## src/rtl/rsc_pkg.sv

```systemverilog
// Package: shared types for the return stack controller.
// Assumes: one operation in flight at a time.
package rsc_pkg;
    // Sequencer phase: idle, low-byte cycle, high-byte cycle.
    typedef enum logic [1:0] {
        PH_IDLE = 2'd0,
        PH_LO   = 2'd1,
        PH_HI   = 2'd2
    } phase_t;

    // Operation kind latched at acceptance.
    typedef enum logic [1:0] {
        OP_PUSH = 2'd0,
        OP_POP  = 2'd1,
        OP_POPR = 2'd2
    } op_t;
endpackage

```

## src/rtl/rsc_seq.sv

```systemverilog
// Module: rsc_seq
// Accepts one request while idle and steps through two RAM phases, then
// pulses done. The priority among requests is push, restoring pop, plain pop.
// Assumes: requests are level-sampled at the clock edge; busy ones are dropped.
module rsc_seq
    import rsc_pkg::*;
(
    input  logic   clk,
    input  logic   rst_n,
    input  logic   push_req,
    input  logic   pop_req,
    input  logic   popr_req,
    output logic   start,
    output op_t    op_sel,
    output op_t    op_q,
    output phase_t phase,
    output logic   done,
    output logic   busy
);
    logic any_req;

    // Priority select of the incoming request.
    always_comb begin
        any_req = push_req | pop_req | popr_req;
        if (push_req)      op_sel = OP_PUSH;
        else if (popr_req) op_sel = OP_POPR;
        else               op_sel = OP_POP;
        start = (phase == PH_IDLE) && any_req;
        busy  = (phase != PH_IDLE);
    end

    // Phase register and latched operation.
    always_ff @(posedge clk) begin
        if (!rst_n) begin
            phase <= PH_IDLE;
            op_q  <= OP_PUSH;
        end else begin
            case (phase)
                PH_IDLE: if (any_req) begin
                    phase <= PH_LO;
                    op_q  <= op_sel;
                end
                PH_LO:   phase <= PH_HI;
                default: phase <= PH_IDLE;
            endcase
        end
    end

    // Completion pulse after the high-byte cycle.
    always_ff @(posedge clk) begin
        if (!rst_n) done <= 1'b0;
        else        done <= (phase == PH_HI);
    end

    p_lo_then_hi_r6: assert property (@(posedge clk) disable iff (!rst_n)
        (phase == PH_LO) |=> (phase == PH_HI));
    p_hi_then_idle_r6: assert property (@(posedge clk) disable iff (!rst_n)
        (phase == PH_HI) |=> (phase == PH_IDLE && done));
    p_done_pulse_r6: assert property (@(posedge clk) disable iff (!rst_n)
        done |=> !done);
    p_busy_ignored_r7: assert property (@(posedge clk) disable iff (!rst_n)
        (phase == PH_LO) |=> $stable(op_q));
endmodule

```

## src/rtl/rsc_ptr.sv

```systemverilog
// Module: rsc_ptr
// Holds the stack pointer. It decrements when a pop is accepted and
// increments when a push finishes. It wraps modulo the depth and does not
// flag overflow or underflow.
// Assumes: inc and dec are never both set in one cycle.
module rsc_ptr #(
    parameter int PTR_W = 3
) (
    input  logic             clk,
    input  logic             rst_n,
    input  logic             inc,
    input  logic             dec,
    output logic [PTR_W-1:0] sp
);
    localparam logic [PTR_W-1:0] ONE = PTR_W'(1);

    // Pointer update with natural wrap.
    always_ff @(posedge clk) begin
        if (!rst_n)   sp <= '0;
        else if (inc) sp <= sp + ONE;
        else if (dec) sp <= sp - ONE;
    end

    p_inc_step_r3: assert property (@(posedge clk) disable iff (!rst_n)
        inc |=> (sp == PTR_W'($past(sp) + ONE)));
    p_dec_step_r4: assert property (@(posedge clk) disable iff (!rst_n)
        dec |=> (sp == PTR_W'($past(sp) - ONE)));
    p_one_move_r7: assert property (@(posedge clk) disable iff (!rst_n)
        !(inc && dec));
endmodule

```

## src/rtl/rsc_addr.sv

```systemverilog
// Module: rsc_addr
// Latches the push payload on acceptance and forms the RAM address,
// strobes and write byte for each of the two phases of an entry.
// Assumes: the entry's second byte holds the status nibble above PC[11:8].
module rsc_addr
    import rsc_pkg::*;
#(
    parameter int PC_W   = 12,
    parameter int ST_W   = 4,
    parameter int BYTE_W = 8,
    parameter int ADDR_W = 8,
    parameter int PTR_W  = 3,
    parameter int BASE   = 8
) (
    input  logic              clk,
    input  logic              rst_n,
    input  logic              start,
    input  logic [PC_W-1:0]   push_pc,
    input  logic [ST_W-1:0]   push_stat,
    input  phase_t            phase,
    input  op_t               op_q,
    input  logic [PTR_W-1:0]  sp,
    output logic [ADDR_W-1:0] ram_addr,
    output logic              ram_we,
    output logic              ram_re,
    output logic [BYTE_W-1:0] ram_wdata
);
    localparam int HI_PC_W = PC_W - BYTE_W;
    localparam logic [ADDR_W-1:0] BASE_A = ADDR_W'(BASE);
    localparam int DEPTH = 1 << PTR_W;
    localparam logic [ADDR_W-1:0] TOP_A = ADDR_W'(BASE + 2 * DEPTH - 1);

    logic [PC_W-1:0] pc_q;
    logic [ST_W-1:0] st_q;
    logic            hi;
    logic            active;

    // Capture the push payload at acceptance.
    always_ff @(posedge clk) begin
        if (!rst_n) begin
            pc_q <= '0;
            st_q <= '0;
        end else if (start) begin
            pc_q <= push_pc;
            st_q <= push_stat;
        end
    end

    // Address, strobes and write data for the current phase.
    always_comb begin
        hi        = (phase == PH_HI);
        active    = (phase != PH_IDLE);
        ram_addr  = BASE_A + ADDR_W'({sp, 1'b0}) + ADDR_W'(hi);
        ram_we    = active && (op_q == OP_PUSH);
        ram_re    = active && (op_q != OP_PUSH);
        ram_wdata = hi ? {st_q, pc_q[PC_W-1 -: HI_PC_W]} : pc_q[BYTE_W-1:0];
    end

    p_window_r10: assert property (@(posedge clk) disable iff (!rst_n)
        (ram_we || ram_re) |-> (ram_addr >= BASE_A && ram_addr <= TOP_A));
    p_rw_excl_r4: assert property (@(posedge clk) disable iff (!rst_n)
        !(ram_we && ram_re));
    p_pair_adjacent_r2: assert property (@(posedge clk) disable iff (!rst_n)
        (phase == PH_LO) |=> (ram_addr == $past(ram_addr) + ADDR_W'(1)));
endmodule

```

## src/rtl/rsc_unpack.sv

```systemverilog
// Module: rsc_unpack
// Collects the two bytes read during a pop and rebuilds the PC. For a
// restoring pop it also refreshes the status nibble and pulses the valid flag.
// Assumes: the read byte is valid in the same cycle as the address.
module rsc_unpack
    import rsc_pkg::*;
#(
    parameter int PC_W   = 12,
    parameter int ST_W   = 4,
    parameter int BYTE_W = 8
) (
    input  logic              clk,
    input  logic              rst_n,
    input  phase_t            phase,
    input  op_t               op_q,
    input  logic [BYTE_W-1:0] ram_rdata,
    output logic [PC_W-1:0]   pop_pc,
    output logic [ST_W-1:0]   rest_stat,
    output logic              rest_valid
);
    localparam int HI_PC_W = PC_W - BYTE_W;

    logic [BYTE_W-1:0] lo_q;
    logic              is_pop;

    // Flag that the active operation is a pop of either kind.
    always_comb is_pop = (op_q != OP_PUSH);

    // Hold the low byte from the first read cycle.
    always_ff @(posedge clk) begin
        if (!rst_n)                           lo_q <= '0;
        else if (phase == PH_LO && is_pop)    lo_q <= ram_rdata;
    end

    // Rebuild the PC and the restored status on the high-byte cycle.
    always_ff @(posedge clk) begin
        if (!rst_n) begin
            pop_pc     <= '0;
            rest_stat  <= '0;
            rest_valid <= 1'b0;
        end else begin
            rest_valid <= 1'b0;
            if (phase == PH_HI && is_pop) begin
                pop_pc <= {ram_rdata[HI_PC_W-1:0], lo_q};
                if (op_q == OP_POPR) begin
                    rest_stat  <= ram_rdata[BYTE_W-1 -: ST_W];
                    rest_valid <= 1'b1;
                end
            end
        end
    end

    p_plain_keeps_stat_r5: assert property (@(posedge clk) disable iff (!rst_n)
        (phase == PH_HI && op_q == OP_POP) |=> ($stable(rest_stat) && !rest_valid));
    p_push_keeps_pc_r2: assert property (@(posedge clk) disable iff (!rst_n)
        (phase != PH_IDLE && op_q == OP_PUSH) |=> $stable(pop_pc));
endmodule

```

## src/rtl/ret_stack_ctrl.sv

```systemverilog
// Module: ret_stack_ctrl (top)
// An eight-level return stack kept in a window of data RAM. Each entry
// takes two bytes: the low PC byte first, then the status nibble above
// PC[11:8]. The pointer forms the low bits of the status word.
// Assumes: an external RAM with combinational read and a write on the clock edge.
module ret_stack_ctrl
    import rsc_pkg::*;
#(
    parameter int PC_W   = 12,
    parameter int ST_W   = 4,
    parameter int BYTE_W = 8,
    parameter int ADDR_W = 8,
    parameter int DEPTH  = 8,
    parameter int BASE   = 8,
    localparam int PTR_W = $clog2(DEPTH)
) (
    input  logic              clk,
    input  logic              rst_n,
    input  logic              push_req,
    input  logic              pop_req,
    input  logic              popr_req,
    input  logic [PC_W-1:0]   push_pc,
    input  logic [ST_W-1:0]   push_stat,
    output logic              busy,
    output logic              done,
    output logic [PC_W-1:0]   pop_pc,
    output logic [ST_W-1:0]   rest_stat,
    output logic              rest_valid,
    output logic [PTR_W-1:0]  sp,
    output logic [ADDR_W-1:0] ram_addr,
    output logic              ram_we,
    output logic              ram_re,
    output logic [BYTE_W-1:0] ram_wdata,
    input  logic [BYTE_W-1:0] ram_rdata
);
    logic   start;
    op_t    op_sel;
    op_t    op_q;
    phase_t phase;
    logic   ptr_inc;
    logic   ptr_dec;

    rsc_seq u_seq (
        .clk(clk), .rst_n(rst_n),
        .push_req(push_req), .pop_req(pop_req), .popr_req(popr_req),
        .start(start), .op_sel(op_sel), .op_q(op_q), .phase(phase),
        .done(done), .busy(busy)
    );

    // Pointer moves: pre-decrement on pop acceptance, post-increment at push end.
    always_comb begin
        ptr_dec = start && (op_sel != OP_PUSH);
        ptr_inc = (phase == PH_HI) && (op_q == OP_PUSH);
    end

    rsc_ptr #(.PTR_W(PTR_W)) u_ptr (
        .clk(clk), .rst_n(rst_n), .inc(ptr_inc), .dec(ptr_dec), .sp(sp)
    );

    rsc_addr #(
        .PC_W(PC_W), .ST_W(ST_W), .BYTE_W(BYTE_W),
        .ADDR_W(ADDR_W), .PTR_W(PTR_W), .BASE(BASE)
    ) u_addr (
        .clk(clk), .rst_n(rst_n), .start(start),
        .push_pc(push_pc), .push_stat(push_stat),
        .phase(phase), .op_q(op_q), .sp(sp),
        .ram_addr(ram_addr), .ram_we(ram_we), .ram_re(ram_re),
        .ram_wdata(ram_wdata)
    );

    rsc_unpack #(.PC_W(PC_W), .ST_W(ST_W), .BYTE_W(BYTE_W)) u_unpack (
        .clk(clk), .rst_n(rst_n), .phase(phase), .op_q(op_q),
        .ram_rdata(ram_rdata), .pop_pc(pop_pc),
        .rest_stat(rest_stat), .rest_valid(rest_valid)
    );

    p_valid_with_done_r5: assert property (@(posedge clk) disable iff (!rst_n)
        rest_valid |-> done);
    p_done_not_busy_r6: assert property (@(posedge clk) disable iff (!rst_n)
        done |-> !busy);
    p_sp_still_in_io_r4: assert property (@(posedge clk) disable iff (!rst_n)
        (busy && ram_re) |=> $stable(sp));
endmodule

```

## config.mk

```make
export PLATFORM = sky130hd
export DESIGN_NAME = ret_stack_ctrl
export DESIGN_NICKNAME = d
export VERILOG_FILES = /design/src/rtl/rsc_pkg.sv /design/src/rtl/rsc_seq.sv /design/src/rtl/rsc_ptr.sv /design/src/rtl/rsc_addr.sv /design/src/rtl/rsc_unpack.sv /design/src/rtl/ret_stack_ctrl.sv
export SDC_FILE = /design/constraint.sdc
export NUM_CORES = 1
export LEC_CHECK = 0
export BUFFER_PORTS_ARGS = -buffer_cell sky130_fd_sc_hd__buf_2
export CORE_MARGIN = 5
export CORE_UTILIZATION = 40
export CTS_BUF_LIST = sky130_fd_sc_hd__clkbuf_2
export DETAILED_ROUTE_END_ITERATION = 10
export GPL_TIMING_DRIVEN = 0
export PLACE_DENSITY = 0.65
export SKIP_CTS_REPAIR_TIMING = 1
export SLEW_MARGIN = 15
export SYNTH_ARGS = -nofsm -noshare
export SYNTH_HDL_FRONTEND = slang
export SYNTH_SLANG_ARGS = --single-unit
```

## constraint.sdc

```tcl
create_clock -name clk -period 5.7 [get_ports clk]
set_clock_uncertainty 0.1 [all_clocks]
set_input_delay 0.57 -clock clk [delete_from_list [all_inputs] [get_ports clk]]
set_output_delay 0.57 -clock clk [all_outputs]
set_load 0.005 [all_outputs]
```

==> flow_metrics.env <==
export IMPL_hold_viol_final=0
export IMPL_grt_max_degree=15
export IMPL_period_minus_slack_ns=2.38
export IMPL_tightestPinTransition_ns=0.505
export IMPL_grt_overflow=0
export IMPL_postRouteAntennaNets=0
export IMPL_detailedRoute_firstPassIterationCount=4
export IMPL_globalRouteTotalUtil=0.156
export IMPL_antenna_cells=0
export IMPL_floorplan_core_area_mm2=0.00544
export IMPL_floorplan_initialDensity=0.405
export IMPL_std_cell_rows=27
export IMPL_vias=2001
export IMPL_fin_tns_setup_ns=0
export IMPL_timing_final_setup_violations=0
export IMPL_crit_fanout=10
export IMPL_chipWidth_um=84.2
export IMPL_via_count_of_the_first_global_routing_pass=1934
export IMPL_status="finished clean"
export IMPL_power_ir_vdd_worst_v=0.0000973
export IMPL_yosys_register_bits=49
export IMPL_ctsLongestPathBuffers=2
export IMPL_synthesis_instances=259
export IMPL_design_final_nets=363
export IMPL_critical_path_required_ns=5.03
export IMPL_clk_insertion_delay_late_ns=0.43
export IMPL_ctsHtreeMaxLevel=2
export IMPL_dominantRegCellSynth="sky130_fd_sc_hd__dfxtp_1"
export IMPL_timing_critical_path_buf_inv=3
export IMPL_ctsRootBufferMaster="sky130_fd_sc_hd__clkbuf_2"
export IMPL_timing_critical_path_slowest_cell_delay_ns=0.45
export IMPL_i_o_pin_count=69
export IMPL_detailed_placement_wirelength_estimate_mm=4.01
export IMPL_reg_to_reg_critical_path_startpoint="u_seq.phase[1]"
export IMPL_grt_setup_unrepaired="false"
export IMPL_post_drt_via_cell_ratio=4.93
export IMPL_hold_class="in2reg"
export IMPL_synth_enable_flop_cells=0
export IMPL_synth_most_common_cell="sky130_fd_sc_hd__dfxtp_1"
export IMPL_synth_top_area_cell="sky130_fd_sc_hd__dfxtp_1"
export IMPL_cts_tree="built"
export IMPL_endpoint_kind="output port"
export IMPL_slowest_cp_cell="sky130_fd_sc_hd__dfxtp_1"
export IMPL_post_detailed_route_drc_marker_count=0
export IMPL_cpLargestDelayFamily="buffers and inverters"
export IMPL_worst_slew_margin_rel=0.662
export IMPL_grt_pass1_wl_mm=9.05
export IMPL_buffer_ports_inserted=65
export IMPL_fin_crit_sh=0.418
export IMPL_leakage_uw=0.00118
export IMPL_fillers=556
export IMPL_startpoint_type="flop"
export IMPL_finalWirelength_mm=5.51
export IMPL_maxCapViolCount=0
export IMPL_clock_sinks=49
export IMPL_synth_cells_most_frequent="49 x sky130_fd_sc_hd__dfxtp_1, 36 x sky130_fd_sc_hd__nand3_1, 29 x sky130_fd_sc_hd__nand2_1"
export IMPL_synthArstFlopShare=0
export IMPL_layout_drive_gt1_share=0.296
export IMPL_area_growth_synth_to_final_pct=21.0
export IMPL_routedWlPerCell_um=13.6
export IMPL_holdCritStartpoint="ram_rdata[3]"
export IMPL_report_final_slew_viol_count=0
export IMPL_gpl_final_weighted_congestion=0.833
export IMPL_data_arrival_at_the_endpoint_of_the_critical_path_ns=1.71
export IMPL_yosys_warnings=0
export IMPL_path_class="reg2out"
export IMPL_synth_distinct_cells=32
export IMPL_power_density_cell_area_mw_per_mm2=243
export IMPL_clock_fmax_mhz=420
export IMPL_timing_critical_path_cells="nand2b_1, inv_1, buf_2, nand2_1, nand2_1, buf_2"
export IMPL_finish_utilization=0.490
export IMPL_first_iteration_detailed_routing_drc_count=127
export IMPL_syn_avg_cell_area_um2=8.50
export IMPL_netlist_area_leader_share=0.446
export IMPL_clkTransAtPathRegs_ns=0.25
export IMPL_antenna_violations_before_repair=0
export IMPL_syn_area_mm2=0.00220
export IMPL_die_area_mm2=0.00709
export IMPL_die_outline_height_um=84.2
export IMPL_synth_yosys_seq_area_share=0.446
export IMPL_synth_top_cells_by_area="sky130_fd_sc_hd__dfxtp_1 45%, sky130_fd_sc_hd__nand3_1 8.2%, sky130_fd_sc_hd__a21boi_0 8.2%, sky130_fd_sc_hd__o21ai_0 6.4%, sky130_fd_sc_hd__nand2_1 4.9%"
export IMPL_timing_critical_path_from="u_seq.phase[0]"
export IMPL_cts_buffers_inserted=5
[metrics by stage]
stage / instance area [µm²] / hold slack (ns) / cells / power, µW / setup slack, ns
4_1_cts: 2660 / 0.242 / 406 / 655 / 3.30
6_report: 2660 / 0.264 / 406 / 649 / 3.32
3_5_place_dp: 2620 / 0.362 / 398 / 516 / 3.67
5_1_grt: 2660 / 0.206 / 406 / 688 / 3.13
2_1_floorplan: 2210 / 0.339 / 261 / 463 / 3.85
3_3_place_gp: 2620 / 0.352 / 398 / 514 / 3.70
[area by class of cell]
class,instances,area [µm²],share of cell area
Sequential cell,49,981,0.368
Multi-Input combinational cell,179,1060,0.398
Tap cell,72,90.1,0.0338
Clock buffer,6,30.0,0.0113
Buffer,29,153,0.0573
Inverter,4,15.0,0.00564
Clock inverter,2,10.0,0.00376
Timing Repair Buffer,65,325,0.122
[metal layers]
metal	global-route usage	vias to the layer above	part of all wire	wire length, µm
met5	0	-	0	0
met4	0.0599	0	0.022	121
met3	0.0402	10	0.044	240
met2	0.250	44	0.46	2560
met1	0.202	915	0.47	2580
li1	-	1032	-	-
[report_power, final]
group	total [µW]	internal, µW	switching, µW	leakage (µW)
combinational	133	59.9	73.0	0.000749
sequential	376	362	14.2	0.000400
clock	140	30.8	109	0.0000327
total	649	452	196	0.00118
[logic make-up (layout without fill, tap and decap cells)]
kind of cell,count (synthesis),count (layout),share of synthesized area
simple gates,90,90,0.208
fa+ha+maj,1,1,0.00910
mux,7,7,0.0318
flops,49,49,0.446
compound gates,78,78,0.227
other cells,1,3,0.00170
buf+inv,33,106,0.0762
[state kept, by name, summed over array words and instances, names as in the netlist]
register / cells
u_seq.op_q: 2
u_addr.st_q: 4
u_unpack.lo_q: 8
u_unpack.pop_pc: 12
u_seq.phase: 2
u_unpack.rest_valid: 1
u_seq.done: 1
u_ptr.sp: 3
u_addr.pc_q: 12
u_unpack.rest_stat: 4
[worst paths after layout]
| path | endpoint | slack (ns) | depth (start not counted) |
|---|---|---|---|
| max | ram_wdata[6] | 3.32 | 6 |
| min | u_unpack.pop_pc[11] | 0.26 | 3 |
| max reg2reg | u_ptr.sp[2] | 3.64 | 6 |
| min reg2reg | u_unpack.pop_pc[1] | 0.38 | 2 |
[cell usage in the layout (no fill, tap or decap), types with 2 or more instances in the layout]
| cell type | instances |
|---|---|
| sky130_fd_sc_hd__a21boi_1 | 14 |
| sky130_fd_sc_hd__o21ai_1 | 10 |
| sky130_fd_sc_hd__dfxtp_1 | 49 |
| sky130_fd_sc_hd__and2_1 | 3 |
| sky130_fd_sc_hd__nand2b_1 | 3 |
| sky130_fd_sc_hd__clkbuf_1 | 9 |
| sky130_fd_sc_hd__nand2_1 | 29 |
| sky130_fd_sc_hd__a21boi_0 | 24 |
| sky130_fd_sc_hd__mux2i_1 | 7 |
| sky130_fd_sc_hd__clkbuf_2 | 6 |
| sky130_fd_sc_hd__buf_4 | 8 |
| sky130_fd_sc_hd__nor2b_1 | 5 |
| sky130_fd_sc_hd__nor2_1 | 4 |
| sky130_fd_sc_hd__clkinv_2 | 2 |
| sky130_fd_sc_hd__conb_1 | 3 |
| sky130_fd_sc_hd__nand3_1 | 36 |
| sky130_fd_sc_hd__inv_1 | 3 |
| sky130_fd_sc_hd__buf_2 | 76 |
| sky130_fd_sc_hd__o21ai_0 | 28 |
[worst reg2reg max path, cell delays in order, from the launching register on]
cell                      delay (ns)
sky130_fd_sc_hd__dfxtp_1        0.52
sky130_fd_sc_hd__nor4b_2        0.41
sky130_fd_sc_hd__inv_1          0.10
sky130_fd_sc_hd__fa_1           0.42
sky130_fd_sc_hd__nor2_1         0.16
sky130_fd_sc_hd__a32oi_2        0.13
sky130_fd_sc_hd__mux2i_1        0.14
Power figures use the tool's default switching activity.
